==> src/rtl/smp_pkg.sv <==
package smp_pkg;
  typedef enum logic [1:0] {
    FMT_SEL   = 2'd0,
    FMT_PULSE = 2'd1,
    FMT_CMD   = 2'd2
  } fmt_e;

  typedef enum logic [1:0] {
    ST_IDLE = 2'd0,
    ST_PRE  = 2'd1,
    ST_DATA = 2'd2
  } eng_st_e;

  localparam int ADR_DATA = 0;
  localparam int ADR_CTRL = 1;
  localparam int ADR_STAT = 2;

  localparam int CF_WLEN = 0;
  localparam int CF_FMT  = 4;
  localparam int CF_IEN  = 6;
  localparam int CF_THR  = 8;
  localparam int CF_DIV  = 16;

  localparam int SB_TXNF = 0;
  localparam int SB_RXNE = 1;
  localparam int SB_BUSY = 2;
  localparam int SB_IRQ  = 3;
  localparam int SB_OVF  = 4;
  localparam int SB_UNF  = 5;
  localparam int SB_ORUN = 6;
endpackage

==> src/rtl/smp_fifo.sv <==
module smp_fifo #(
  parameter int W     = 16,
  parameter int DEPTH = 16
) (
  input  logic                       clk,
  input  logic                       rst_n,
  input  logic                       push,
  input  logic                       pop,
  input  logic [W-1:0]               din,
  output logic [W-1:0]               dout,
  output logic                       full,
  output logic                       empty,
  output logic [$clog2(DEPTH+1)-1:0] count
);
  localparam int PW = $clog2(DEPTH);
  localparam int CW = $clog2(DEPTH+1);

  logic [W-1:0] mem [DEPTH];
  logic [PW:0]  wp_q, rp_q, wp_d, rp_d;

  always_comb begin
    wp_d = push ? wp_q + 1'b1 : wp_q;
    rp_d = pop  ? rp_q + 1'b1 : rp_q;
  end

  always_ff @(posedge clk or negedge rst_n) begin
    if (!rst_n) begin
      wp_q <= '0;
      rp_q <= '0;
    end else begin
      wp_q <= wp_d;
      rp_q <= rp_d;
    end
  end

  always_ff @(posedge clk) begin
    if (push) mem[wp_q[PW-1:0]] <= din;
  end

  assign count = CW'(wp_q - rp_q);
  assign empty = (wp_q == rp_q);
  assign full  = (wp_q[PW] != rp_q[PW]) && (wp_q[PW-1:0] == rp_q[PW-1:0]);
  assign dout  = mem[rp_q[PW-1:0]];
endmodule

==> src/rtl/smp_baud.sv <==
module smp_baud #(
  parameter int DIVW = 8
) (
  input  logic            clk,
  input  logic            rst_n,
  input  logic            run,
  input  logic [DIVW-1:0] div,
  output logic            tick
);
  logic [DIVW-1:0] cnt_q, cnt_d;

  always_comb begin
    tick  = run && (cnt_q == div);
    cnt_d = (!run || tick) ? '0 : cnt_q + 1'b1;
  end

  always_ff @(posedge clk or negedge rst_n) begin
    if (!rst_n) cnt_q <= '0;
    else        cnt_q <= cnt_d;
  end
endmodule

==> src/rtl/smp_engine.sv <==
module smp_engine
  import smp_pkg::*;
#(
  parameter int DW   = 16,
  parameter int CMDW = 8
) (
  input  logic                  clk,
  input  logic                  rst_n,
  input  logic                  tick,
  input  logic                  tx_avail,
  input  logic [DW-1:0]         tx_word,
  output logic                  tx_pop,
  input  fmt_e                  fmt_i,
  input  logic [$clog2(DW)-1:0] nm1_i,
  input  logic                  rxd_i,
  output logic                  rx_push,
  output logic [DW-1:0]         rx_word,
  output logic                  sclk_o,
  output logic                  txd_o,
  output logic                  frm_o,
  output logic                  active_o
);
  localparam int LW = $clog2(DW);
  localparam int CW = $clog2(DW + CMDW + 1);
  localparam logic [LW-1:0] TOPB = LW'(DW - 1);

  eng_st_e       st_q, st_d;
  fmt_e          fmt_q, fmt_d;
  logic [LW-1:0] nm1_q, nm1_d;
  logic          ph_q, ph_d, sclk_q, sclk_d;
  logic [DW-1:0] txs_q, txs_d, rxs_q, rxs_d;
  logic [CW-1:0] left_q, left_d;

  always_comb begin
    st_d = st_q; fmt_d = fmt_q; nm1_d = nm1_q; ph_d = ph_q; sclk_d = sclk_q;
    txs_d = txs_q; rxs_d = rxs_q; left_d = left_q;
    tx_pop = 1'b0;
    rx_push = 1'b0;
    if (st_q == ST_IDLE) begin
      if (tx_avail) begin
        tx_pop = 1'b1;
        fmt_d  = fmt_i;
        nm1_d  = nm1_i;
        rxs_d  = '0;
        ph_d   = 1'b0;
        sclk_d = 1'b0;
        if (fmt_i == FMT_CMD) begin
          txs_d  = {tx_word[CMDW-1:0], {(DW-CMDW){1'b0}}};
          left_d = CW'(CMDW) + CW'(nm1_i) + CW'(1);
        end else begin
          txs_d  = tx_word << (TOPB - nm1_i);
          left_d = CW'(nm1_i) + CW'(1);
        end
        st_d = (fmt_i == FMT_PULSE) ? ST_PRE : ST_DATA;
      end
    end else if (tick) begin
      if (!ph_q) begin
        sclk_d = 1'b1;
        ph_d   = 1'b1;
        if (st_q == ST_DATA) rxs_d = {rxs_q[DW-2:0], rxd_i};
      end else begin
        sclk_d = 1'b0;
        ph_d   = 1'b0;
        if (st_q == ST_PRE) begin
          st_d = ST_DATA;
        end else begin
          txs_d  = txs_q << 1;
          left_d = left_q - 1'b1;
          if (left_q == CW'(1)) begin
            st_d    = ST_IDLE;
            rx_push = 1'b1;
          end
        end
      end
    end
  end

  always_ff @(posedge clk or negedge rst_n) begin
    if (!rst_n) begin
      st_q   <= ST_IDLE;
      fmt_q  <= FMT_SEL;
      nm1_q  <= '0;
      ph_q   <= 1'b0;
      sclk_q <= 1'b0;
      txs_q  <= '0;
      rxs_q  <= '0;
      left_q <= '0;
    end else begin
      st_q   <= st_d;
      fmt_q  <= fmt_d;
      nm1_q  <= nm1_d;
      ph_q   <= ph_d;
      sclk_q <= sclk_d;
      txs_q  <= txs_d;
      rxs_q  <= rxs_d;
      left_q <= left_d;
    end
  end

  // keep the last N sampled bits, zeros above
  assign rx_word  = rxs_q & ~(({DW{1'b1}} << nm1_q) << 1);
  assign sclk_o   = sclk_q;
  assign txd_o    = (st_q != ST_IDLE) && txs_q[DW-1];
  assign active_o = (st_q != ST_IDLE);
  assign frm_o    = (st_q == ST_IDLE) ? (fmt_i != FMT_PULSE)
                  : (fmt_q == FMT_PULSE) && (st_q == ST_PRE);
endmodule

==> src/rtl/smp_port.sv <==
module smp_port
  import smp_pkg::*;
#(
  parameter int DW    = 16,
  parameter int DEPTH = 16,
  parameter int DIVW  = 8,
  parameter int BW    = 32,
  parameter int AW    = 2
) (
  input  logic          clk,
  input  logic          rst_n,
  input  logic          wr_en,
  input  logic          rd_en,
  input  logic [AW-1:0] addr,
  input  logic [BW-1:0] wdata,
  output logic [BW-1:0] rdata,
  output logic          irq_o,
  output logic          sclk_o,
  output logic          txd_o,
  input  logic          rxd_i,
  output logic          frm_o
);
  localparam int LW   = $clog2(DW);
  localparam int TW   = $clog2(DEPTH);
  localparam int CNTW = $clog2(DEPTH+1);
  localparam logic [LW-1:0] MIN_NM1 = LW'(3);

  logic [LW-1:0]   wlen_q, wlen_d, wlen_eff;
  fmt_e            fmt_q, fmt_d;
  logic            ien_q, ien_d;
  logic [TW-1:0]   thr_q, thr_d;
  logic [DIVW-1:0] div_q, div_d;
  logic            ovf_q, ovf_d, unf_q, unf_d, orun_q, orun_d;

  logic            wr_data, rd_data, wr_ctrl, wr_stat;
  logic            tx_push, tx_pop, tx_full, tx_empty;
  logic            rx_push_eng, rx_push, rx_pop, rx_full, rx_empty;
  logic [DW-1:0]   tx_head, rx_head, rx_word;
  logic [CNTW-1:0] tx_cnt, rx_cnt;
  logic            tick, eng_active, irq;
  logic            unused_hi;

  assign wr_data = wr_en && (addr == AW'(ADR_DATA));
  assign wr_ctrl = wr_en && (addr == AW'(ADR_CTRL));
  assign wr_stat = wr_en && (addr == AW'(ADR_STAT));
  assign rd_data = rd_en && (addr == AW'(ADR_DATA));

  assign tx_push = wr_data && !tx_full;
  assign rx_push = rx_push_eng && !rx_full;
  assign rx_pop  = rd_data && !rx_empty;
  assign wlen_eff = (wlen_q < MIN_NM1) ? MIN_NM1 : wlen_q;
  assign irq = ien_q && (rx_cnt > CNTW'(thr_q));
  assign unused_hi = ^wdata[BW-1:CF_DIV+DIVW];

  always_comb begin
    wlen_d = wlen_q; fmt_d = fmt_q; ien_d = ien_q; thr_d = thr_q; div_d = div_q;
    if (wr_ctrl) begin
      wlen_d = wdata[CF_WLEN +: LW];
      fmt_d  = fmt_e'(wdata[CF_FMT +: 2]);
      ien_d  = wdata[CF_IEN];
      thr_d  = wdata[CF_THR +: TW];
      div_d  = wdata[CF_DIV +: DIVW];
    end
    ovf_d  = (ovf_q  && !(wr_stat && wdata[SB_OVF]))  || (wr_data && tx_full);
    unf_d  = (unf_q  && !(wr_stat && wdata[SB_UNF]))  || (rd_data && rx_empty);
    orun_d = (orun_q && !(wr_stat && wdata[SB_ORUN])) || (rx_push_eng && rx_full);
  end

  always_ff @(posedge clk or negedge rst_n) begin
    if (!rst_n) begin
      wlen_q <= LW'(7);
      fmt_q  <= FMT_SEL;
      ien_q  <= 1'b0;
      thr_q  <= '0;
      div_q  <= '0;
      ovf_q  <= 1'b0;
      unf_q  <= 1'b0;
      orun_q <= 1'b0;
    end else begin
      wlen_q <= wlen_d;
      fmt_q  <= fmt_d;
      ien_q  <= ien_d;
      thr_q  <= thr_d;
      div_q  <= div_d;
      ovf_q  <= ovf_d;
      unf_q  <= unf_d;
      orun_q <= orun_d;
    end
  end

  always_comb begin
    rdata = '0;
    case (addr)
      AW'(ADR_DATA): if (!rx_empty) rdata[DW-1:0] = rx_head;
      AW'(ADR_CTRL): begin
        rdata[CF_WLEN +: LW]  = wlen_q;
        rdata[CF_FMT +: 2]    = fmt_q;
        rdata[CF_IEN]         = ien_q;
        rdata[CF_THR +: TW]   = thr_q;
        rdata[CF_DIV +: DIVW] = div_q;
      end
      AW'(ADR_STAT): begin
        rdata[SB_TXNF] = !tx_full;
        rdata[SB_RXNE] = !rx_empty;
        rdata[SB_BUSY] = eng_active || !tx_empty;
        rdata[SB_IRQ]  = irq;
        rdata[SB_OVF]  = ovf_q;
        rdata[SB_UNF]  = unf_q;
        rdata[SB_ORUN] = orun_q;
      end
      default: rdata = '0;
    endcase
  end

  assign irq_o = irq;

  smp_fifo #(.W(DW), .DEPTH(DEPTH)) u_txq (
    .clk(clk), .rst_n(rst_n), .push(tx_push), .pop(tx_pop), .din(wdata[DW-1:0]),
    .dout(tx_head), .full(tx_full), .empty(tx_empty), .count(tx_cnt)
  );

  smp_fifo #(.W(DW), .DEPTH(DEPTH)) u_rxq (
    .clk(clk), .rst_n(rst_n), .push(rx_push), .pop(rx_pop), .din(rx_word),
    .dout(rx_head), .full(rx_full), .empty(rx_empty), .count(rx_cnt)
  );

  smp_baud #(.DIVW(DIVW)) u_baud (
    .clk(clk), .rst_n(rst_n), .run(eng_active), .div(div_q), .tick(tick)
  );

  smp_engine #(.DW(DW), .CMDW(8)) u_eng (
    .clk(clk), .rst_n(rst_n), .tick(tick), .tx_avail(!tx_empty), .tx_word(tx_head),
    .tx_pop(tx_pop), .fmt_i(fmt_q), .nm1_i(wlen_eff), .rxd_i(rxd_i),
    .rx_push(rx_push_eng), .rx_word(rx_word), .sclk_o(sclk_o), .txd_o(txd_o),
    .frm_o(frm_o), .active_o(eng_active)
  );
endmodule

==> config.mk <==
export PLATFORM = sky130hd
export DESIGN_NAME = smp_port
export DESIGN_NICKNAME = d
export VERILOG_FILES = /design/src/rtl/smp_pkg.sv /design/src/rtl/smp_fifo.sv /design/src/rtl/smp_baud.sv /design/src/rtl/smp_engine.sv /design/src/rtl/smp_port.sv
export SDC_FILE = /design/constraint.sdc
export NUM_CORES = 1
export LEC_CHECK = 0
export BUFFER_PORTS_ARGS = -buffer_cell sky130_fd_sc_hd__buf_2
export CAP_MARGIN = 15
export CORE_UTILIZATION = 40
export CTS_CLUSTER_SIZE = 30
export DETAILED_ROUTE_END_ITERATION = 8
export SYNTH_ARGS = -nofsm -noshare
export SYNTH_HDL_FRONTEND = slang
export SYNTH_SLANG_ARGS = --single-unit
==> constraint.sdc <==
create_clock -name clk -period 4.9 [get_ports clk]
set_input_delay 0.98 -clock clk [delete_from_list [all_inputs] [get_ports clk]]
set_output_delay 0.98 -clock clk [all_outputs]
set_load 0.01 [all_outputs]
==> results by group, run 1 <==
Synth
  – Total of warnings raised by yosys: 0
  – Main flop type after synthesis: edfxtp_1
  – Register bit count reported by yosys: 608
  – Mapped Cells: 1,523
  – Sequential share of the synthesized area: 68.7%
  – Synth top area share: between 50% and 60%
  – Largest cells by area after synthesis: edfxtp_1 59%, mux4_2 9.9%, dfrtp_1 9.0%
  – Number of synthesized flops with an enable pin: between 500 and 600
  – Synth cell types: between 70 and 80
  – Syn avg cell area: 17.0 um2
  – Post-Synthesis Cell Area: about 0.026 mm2
  – Yosys top cell by area: edfxtp_1
  – Ys async rst share: 15.8%

Finish
  – Most frequent cells in the layout: 512 x edfxtp_1, 116 x nand2_1, 114 x mux4_2, 88 x dfrtp_1, 67 x clkbuf_16
  – Layout fillers: about 5,500
  – Commonest non-fill, non-tap cell in the layout: edfxtp_1
  – Share of layout cells above drive strength 1: around a quarter
  – Net count reported at finish: 1,690
  – P&R area growth vs syn: 13.2%
  – Final core occ: ~46%
  – # diodes: 0

STA
  – Slew Viols, Final: 0
  – # setup viols final: 0
  – Worst-Margin Slew: 1120 ps
  – Fmax: 217 MHz
  – Fin crit share: 94.1%
  – TNS Setup: 0 ps
  – Skew final: 43.2 ps
  – Slew margin rel.: 24.7%
  – RSZ-0062 raised after global routing: false
  – Min cycle time layout: 4610 ps
  – Final Hold Viols: 0

Hold path
  – Min-Delay Path Class: in2async

Routing
  – DR vias: about 14,000
  – ANT nets after route: 0
  – Mean number of vias per cell: 5.59
  – Drt pass-1 iters: 7
  – Remaining design rule violation count: 0
  – Post-Route WL: 61.2 mm
  – Wire length per cell: between 20 and 25 um
  – Initial DRC count: 1,324

Setup path
  – Worst Reg-to-Reg Cells: 7
  – Crit Path Max Fanout: 4
  – WS Path Type: reg2out
  – Critical Path RT: 3920 ps
  – Slowest-stage cell, CP: dfrtp_1
  – R2R setup slack: 1250 ps
  – Critical Path AT: 3630 ps
  – Worst R2R End: u_rxq.mem[6][1]
  – CP Launch Type: register
  – CP delay by family, top: adder cells
  – Cells along the critical path: inv_1, ha_1, inv_1, fa_1, xor2_1, ha_1, nand3_1, o22ai_1, o22ai_1, a21boi_0, buf_4, a22oi_1, o21ai_1, buf_2
  – Critical Path End Type: output port
  – CP bufs+invs: 4
  – Slowest stage delay, CP: a little over 400 ps
  – Reg-to-reg critical path startpoint: u_baud.cnt_q[5]

Placed design
  – Final Wtd Congestion: 0.901
  – DP HPWL: 38.0 mm
  – Port Buf Inserts: 58

CTS
  – Post-CTS Setup Repair Bufs: 0
  – Sink Count: between 600 and 700
  – Clock Latency Late Sink: about 610 ps
  – Hold_buf cts: 0
  – CTS root buffer: clkbuf_16
  – TritonCTS Buffers: 66
  – CTS Buffer Depth: 3
  – Htree depth: 3
  – CTS tree: built
  – Clk pin slew, worst setup/hold paths: 60 ps

Pwr
  – Total leakage power: ~0.01 uW
  – Pwr dens: 536 mW/mm2
  – VDD IR max: about 0.31 mV

Outcome
  – Run status: finished, final reports clean

Floorplanning
  – Ports: 75
  – Die Area: 0.0658 mm2
  – Die W: around 260 um
  – DIE HEIGHT: 256 um
  – Core Region: 0.0635 mm2
  – Rows: 92
  – Initial core utilization: between 40% and 50%

Flow run
  – Maxcap violations: 0

Global routing
  – Vias in the first global route: 14,500
  – Largest net degree at the start of global routing: a little under 70
  – Antenna violations before repair: 4
  – Global-route wire length before repair: 92.4 mm
  – GRT Residual Overflow: 0
  – Global Route Usage Sum: between 10% and 20%
-- synth_stat cells, drive strengths merged (10+ instances only) --
cell and instances:
mux2i 30, dfrtp 93, mux4 135, a21oi 30, nand4 11, xnor2 33, ha 22, clkbuf 40
and3 10, o22ai 33, edfxtp 512, nor3 17, o21ai 55, buf 47, and2 42, nor2b 13
mux2 43, nand2 116, nor2 57, nand3 24, inv 29
-- metal layers --
layer,GRT usage (%),vias to the layer above,share of wire [%]
met5,0,-,0.056
met4,5.49,6,2.1
met3,3.38,91,5.5
met2,31.6,390,50
met1,24.9,7403,42
li1,-,6222,-
-- report_power, final --
group | switching, uW | total [uW] | internal (uW)
Clock | 2040 | 4750 | 2720
Sequential | 436 | 6400 | 5960
Combinational | 2590 | 4570 | 1980
-- area by class of cell --
cell class,instances,area [um2],share of cell area (%)
Clock buffer,89,1800,6.14
Tap cell,846,1060,3.61
Clock inverter,28,269,0.918
Timing Repair Buffer,117,761,2.59
Multi-Input combinational cell,804,7520,25.7
Inverter,31,116,0.397
Sequential cell,608,17800,60.7
-- state kept, by name, indices dropped and copies added (netlist names) --
signal,flops
u_txq.mem,256
u_rxq.mem,256
u_txq.wp_q,5
ien_q,1
u_eng.nm1_q,4
u_eng.txs_q,16
u_eng.fmt_q,2
div_q,8
u_txq.rp_q,5
u_rxq.wp_q,5
thr_q,4
unf_q,1
u_eng.left_q,5
u_eng.rxs_q,16
wlen_q,4
u_eng.sclk_o,1
fmt_q,2
u_rxq.rp_q,5
u_eng.st_q,2
u_baud.cnt_q,8
ovf_q,1
orun_q,1
-- stage by stage --
| stage | hold WS (ps) | area [um2] | std cells | setup WS [ps] | power, uW |
|---|---|---|---|---|---|
| 2_1_floorplan | 446 | 25900 | 1530 | 682 | 9760 |
| 3_3_place_gp | 461 | 27300 | 2406 | 883 | 11000 |
| 3_5_place_dp | 480 | 27300 | 2406 | 782 | 11100 |
| 4_1_cts | 319 | 29300 | 2523 | 119 | 15900 |
| 5_1_grt | 331 | 29300 | 2523 | 62.5 | 16400 |
| 6_report | 311 | 29300 | 2523 | 288 | 15700 |
-- cell families after synthesis --
kind of cell	after synthesis	synth area share, %
buf+inv	118	2.51
fa+ha+maj	23	1.14
simple gates	329	6.24
mux	208	15.1
other cells	1	0.0145
flops	608	68.7
compound gates	194	4.94
xor+xnor	42	1.42
-- worst max-delay path by stage --
stage	start	end	depth (start not counted)
2_1_floorplan	u_rxq.rp_q[1]	rdata[3]	14
3_3_place_gp	u_rxq.wp_q[0]	rdata[3]	14
3_5_place_dp	u_rxq.wp_q[0]	rdata[3]	14
4_1_cts	u_rxq.wp_q[0]	rdata[3]	14
5_1_grt	u_rxq.wp_q[0]	rdata[3]	14
6_report	u_rxq.wp_q[0]	rdata[3]	14
-- worst register-to-register path, cell delays in order (launching register included) --
cell and delay (ps):
dfrtp_1 430, xnor2_1 170, nand4_1 180, or2_2 410, nor4_4 590, nand2_1 270, nor3_2 900, buf_4 390
-- repair_timing --
item | in CTS | in global routing
resized for setup | 0 | 1
endpoints found under the hold margin | 0 | 0
setup endpoints to repair | 0 | 1
(Power assumes the default switching activity.)
==> inputs of run 2 (changes only) <==
SYNTH_HIERARCHICAL = 1   (was default)
==> results by group, run 2 <==
Outcome
  – Run status: finished, final reports clean

Pwr
  – Total leakage power: 0.00998 uW
  – VDD IR max: slightly below 0.3 mV
  – Logic pwr share: between 15 and 20%
  – Clk pwr share: 34.4%
  – Pwr dens: ~470 mW/mm2
  – Switching Power: 3890 uW
  – Sequential power share: 45.9%
  – Internal: approximately 9700 uW
  – Sw frac: 28.6%

Routing
  – Initial DRC count: roughly 1,100
  – Mean number of vias per cell: 5.49
  – Post-Route WL: 58.6 mm
  – DR vias: ~14,000
  – ANT nets after route: 0
  – Remaining design rule violation count: 0
  – Wire length per cell: roughly 24 um
  – Drt pass-1 iters: 5

CTS
  – TritonCTS Buffers: 66
  – Clk pin slew, worst setup/hold paths: 60 ps
  – CTS tree: built
  – Sink Count: 608
  – CTS Buffer Depth: 3
  – Clock Latency Late Sink: ~610 ps
  – Post-CTS sizing: 0
  – Post-CTS Setup Repair Bufs: 0
  – Hold_buf cts: 0
  – CTS root buffer: clkbuf_16
  – Htree depth: 3

Setup path
  – Critical Path End Type: output port
  – Crit Path Max Fanout: 24
  – Cells along the critical path: ha_1, inv_1, fa_1, xor2_1, ha_1, nand3_1, o221ai_1, o311a_1, buf_2
  – Critical Path AT: 3340 ps
  – CP delay by family, top: adder cells
  – Slowest stage delay, CP: ~750 ps
  – CP Launch Type: register
  – WS Path Type: reg2out
  – CP bufs+invs: 2
  – Critical Path RT: 3920 ps
  – Slowest-stage cell, CP: dfrtp_4
  – CP most frequent cell: ha_1

STA
  – TNS Setup: 0 ps
  – Slew margin rel.: 27.2%
  – RSZ-0062 raised after global routing: false
  – Final Hold Viols: 0
  – Fin crit share: 88.1%
  – Fmax: 232 MHz
  – # setup viols final: 0
  – Final WS setup: 584 ps
  – Skew final: 35.1 ps
  – Slew Viols, Final: 0
  – Min cycle time layout: roughly 4300 ps
  – Worst-Margin Slew: 1090 ps

Synth
  – Mapped Cells: 1,464
  – Total of warnings raised by yosys: 6
  – Post-Synthesis Cell Area: 0.0254 mm2
  – Syn avg cell area: ~17 um2

Global routing
  – GRT Residual Overflow: 0
  – Global-route wire length before repair: 87.3 mm
  – Global Route Usage Sum: 18.4%
  – Largest net degree at the start of global routing: 74
  – Antenna violations before repair: 2
  – Vias in the first global route: 13,800

Finish
  – Final Instance Area: 0.0290 mm2
  – Commonest non-fill, non-tap cell in the layout: edfxtp_1
  – P&R area growth vs syn: 14.1%
  – Net count reported at finish: 1,646
  – Most frequent cells in the layout: 512 x edfxtp_1, 137 x mux4_2, 132 x nand2_1, 89 x dfrtp_1, 71 x a22oi_1
  – Layout fillers: 5,429
  – Share of layout cells above drive strength 1: a little over a quarter

Placed design
  – Port Buf Inserts: 58
  – DP Worst Slack: just over 900 ps
  – Dpl cell area: 0.0269 mm2
  – Final Wtd Congestion: about 0.82
  – DP HPWL: 36.3 mm

Hold path
  – Min-Delay Path Class: reg2reg

Floorplanning
  – Rows: about 90
  – Die Area: between 0.06 and 0.07 mm2
  – Ports: between 70 and 80
  – Initial core utilization: between 40% and 50%
  – Core Region: roughly 0.063 mm2
  – DIE HEIGHT: 254 um
  – Die W: 254 um

Flow run
  – Maxcap violations: 0
## run 2: layer usage
metal | vias up | GRT usage [%] | part of all wire [%] | routed length (um)
met4 | 4 | 6.20 | 2.5 | 1470
li1 | 6002 | - | - | -
met2 | 371 | 30.2 | 49 | 28700
met3 | 88 | 3.72 | 5.8 | 3410
met5 | - | 0 | 0.046 | 27
met1 | 7133 | 24.6 | 43 | 25000
## run 2: worst paths after layout
check                      slack, ps  cells after the start      startpoint              end
min in group asynchronous        530                      1           rst_n   u_eng/txs_q[1]
hold reg to reg                  480                      2  u_eng/fmt_q[1]   u_eng/fmt_q[1]
hold / removal                   480                      2  u_eng/fmt_q[1]   u_eng/fmt_q[1]
setup reg to reg                 920                     10        div_q[7]  u_rxq/mem[6][7]
setup / recovery                 580                      9   u_rxq/rp_q[0]            irq_o
max in group asynchronous       3460                      2           rst_n    u_rxq/rp_q[0]
## run 2: through the flow
step           util, %  hold WS [ps]  total power, uW  instances
3_5_place_dp      42.8           464             9040       2356
5_1_grt           46.1           509            14200       2475
4_1_cts           46.1           480            13700       2473
6_report          46.1           484            13600       2476
2_1_floorplan        -           437             8230       1471
3_3_place_gp      42.8           458             8990       2355
## run 2: power groups by stage
stage	registers, uW	clock network (uW)	logic (uW)
floorplan	6100	0	2120
global placement	6340	0	2650
detailed placement	6360	0	2690
CTS	6250	4790	2700
global route	6290	4990	2910
finish	6240	4680	2690
## run 2: area by class of cell
cell class                      count  area, um2  share of cell area, %
Sequential cell                   608      17800                   61.3
Antenna cell                        1       2.50                0.00862
Tap cell                          846       1060                   3.65
Clock inverter                     24        289                  0.996
Timing Repair Buffer              128        872                   3.01
Inverter                           32        120                  0.414
Multi-Input combinational cell    744       7120                   24.5
Clock buffer                       93       1760                   6.08
## run 2: worst reg2reg max path, delay by kind of cell, from the launching register on
kind	cells	cell delay (ps)
buf+inv	2	520
flops	1	420
xor+xnor	1	190
simple gates	7	2520
==> inputs of run 3 (changes only) <==
CORE_UTILIZATION = 38   (was 40)
PLACE_DENSITY = 0.62   (was default)
==> results by group, run 3 (synthesis results as in run 2) <==
Floorplanning
  – Die W: 261 um
  – Core Region: about 0.066 mm2
  – Ports: 75
  – DIE HEIGHT: roughly 260 um
  – Die Area: about 0.068 mm2
  – Initial core utilization: 38.5%
  – Rows: between 90 and 100

Routing
  – Post-Route WL: roughly 56 mm
  – DR vias: 13,500
  – Mean number of vias per cell: 5.42
  – Remaining design rule violation count: 19
  – Wire length per cell: ~23 um
  – ANT nets after route: 0
  – Drt pass-1 iters: 7
  – Initial DRC count: 1,385

Finish
  – Share of layout cells above drive strength 1: between 20% and 30%
  – Final Instance Area: 0.0290 mm2
  – Commonest non-fill, non-tap cell in the layout: edfxtp_1
  – Final core occ: ~44%
  – Most frequent cells in the layout: 512 x edfxtp_1, 137 x mux4_2, 132 x nand2_1, 89 x dfrtp_1, 71 x a22oi_1
  – # diodes: 0
  – P&R area growth vs syn: 14.1%
  – Net count reported at finish: between 1,500 and 2,000

Flow run
  – Maxcap violations: 0

Placed design
  – DP Worst Slack: 502 ps
  – Port Buf Inserts: a little under 60
  – Dpl cell area: 0.0270 mm2
  – Final Wtd Congestion: roughly 0.84
  – DP HPWL: between 30 and 40 mm

STA
  – # setup viols final: 0
  – Final WS setup: 506 ps
  – RSZ-0062 raised after global routing: false
  – Slew Viols, Final: 0
  – Min cycle time layout: 4390 ps
  – Final Hold Viols: 0
  – Skew final: 49.7 ps
  – TNS Setup: 0 ps
  – Fmax: 228 MHz
  – Worst-Margin Slew: 1040 ps
  – Slew margin rel.: between 30% and 40%
  – Fin crit share: around nine tenths
  – Hold WS: 441 ps

Outcome
  – Failing checks: DRC
  – Run status: complete, but fails checks

Global routing
  – Global-route wire length before repair: 84.5 mm
  – Global Route Usage Sum: 16.7%
  – GRT Residual Overflow: 0
  – Antenna violations before repair: 4
  – Largest net degree at the start of global routing: 67
  – Vias in the first global route: 13,500

CTS
  – CTS Buffer Depth: 3
  – Post-CTS Setup Repair Bufs: 0
  – Clock Latency Late Sink: 630 ps
  – CTS tree: built
  – Post-CTS sizing: 0
  – Clk pin slew, worst setup/hold paths: 70 ps
  – Hold_buf cts: 0
  – Htree depth: 2
  – Sink Count: 608
  – CTS root buffer: clkbuf_16
  – TritonCTS Buffers: 59

Setup path
  – Critical Path AT: approximately 4700 ps
  – Critical Path RT: roughly 5200 ps
  – Critical Path End Type: register
  – WS Path Type: reg2reg
  – Crit Path Max Fanout: 10
  – Slowest stage delay, CP: 680 ps
  – Cells along the critical path: xor2_2, nor4_2, and3_1, nand3_1, nor2_1, nor2b_1, nand2_1, nor2_2, buf_4
  – Slowest-stage cell, CP: nor4_2
  – CP Launch Type: register

Pwr
  – Total leakage power: 0.00997 uW
  – VDD IR max: between 0.3 and 0.4 mV
  – Pwr dens: ~470 mW/mm2

Hold path
  – Min-Delay Path Class: in2async
## run 3: area by class of cell
class                   instances  area [um2]
flip-flops and latches        608       17800
clock buffers                  78        1640
fillers                      5636       37000
multi-input cells             744        7120
clock inverters                34         397
well taps                     864        1080
inverters                      32         120
repair buffers                128         863
## run 3: per-stage QoR
step           power [uW]  std cells
2_1_floorplan        8230       1471
3_3_place_gp         8970       2375
3_5_place_dp         9010       2375
4_1_cts             13700       2487
5_1_grt             14100       2488
6_report            13600       2488
## run 3: final timing paths
kind                                     start               end  slack [ps]  cells past startpoint
max in group asynchronous                rst_n   u_eng/rxs_q[13]        3380                      2
worst max register to register        div_q[7]  u_rxq/mem[13][5]         510                      9
worst max-delay path                  div_q[7]  u_rxq/mem[13][5]         510                      9
worst min register to register  u_eng/txs_q[0]    u_eng/txs_q[0]         480                      2
min in group clk                u_eng/txs_q[0]    u_eng/txs_q[0]         480                      2
worst min-delay path                     rst_n    u_eng/txs_q[6]         440                      1
## run 3: metal layers
| layer | GRT usage, % | up-vias | share of wire [%] |
|---|---|---|---|
| li1 | - | 5975 | - |
| met1 | 23.6 | 6997 | 44 |
| met5 | 0 | - | 0.069 |
| met4 | 4.21 | 6 | 2.1 |
| met3 | 3.11 | 87 | 5.9 |
| met2 | 26.5 | 408 | 48 |
## run 3: where the power goes
group	total, uW	switching, uW	internal [uW]	leakage (uW)
registers	6230	371	5860	0.00584
logic	2660	1440	1220	0.00315
clock network	4670	1940	2730	0.000986
total	13600	3750	9810	0.00997
## run 3: worst max-delay path, delay by kind of cell (launching register included)
kind / cells / cell delay, ps
and+or+nand+nor: 7 / 3160
DFF: 1 / 420
buffers and inverters: 1 / 330
xor gates and xnor gates: 1 / 190
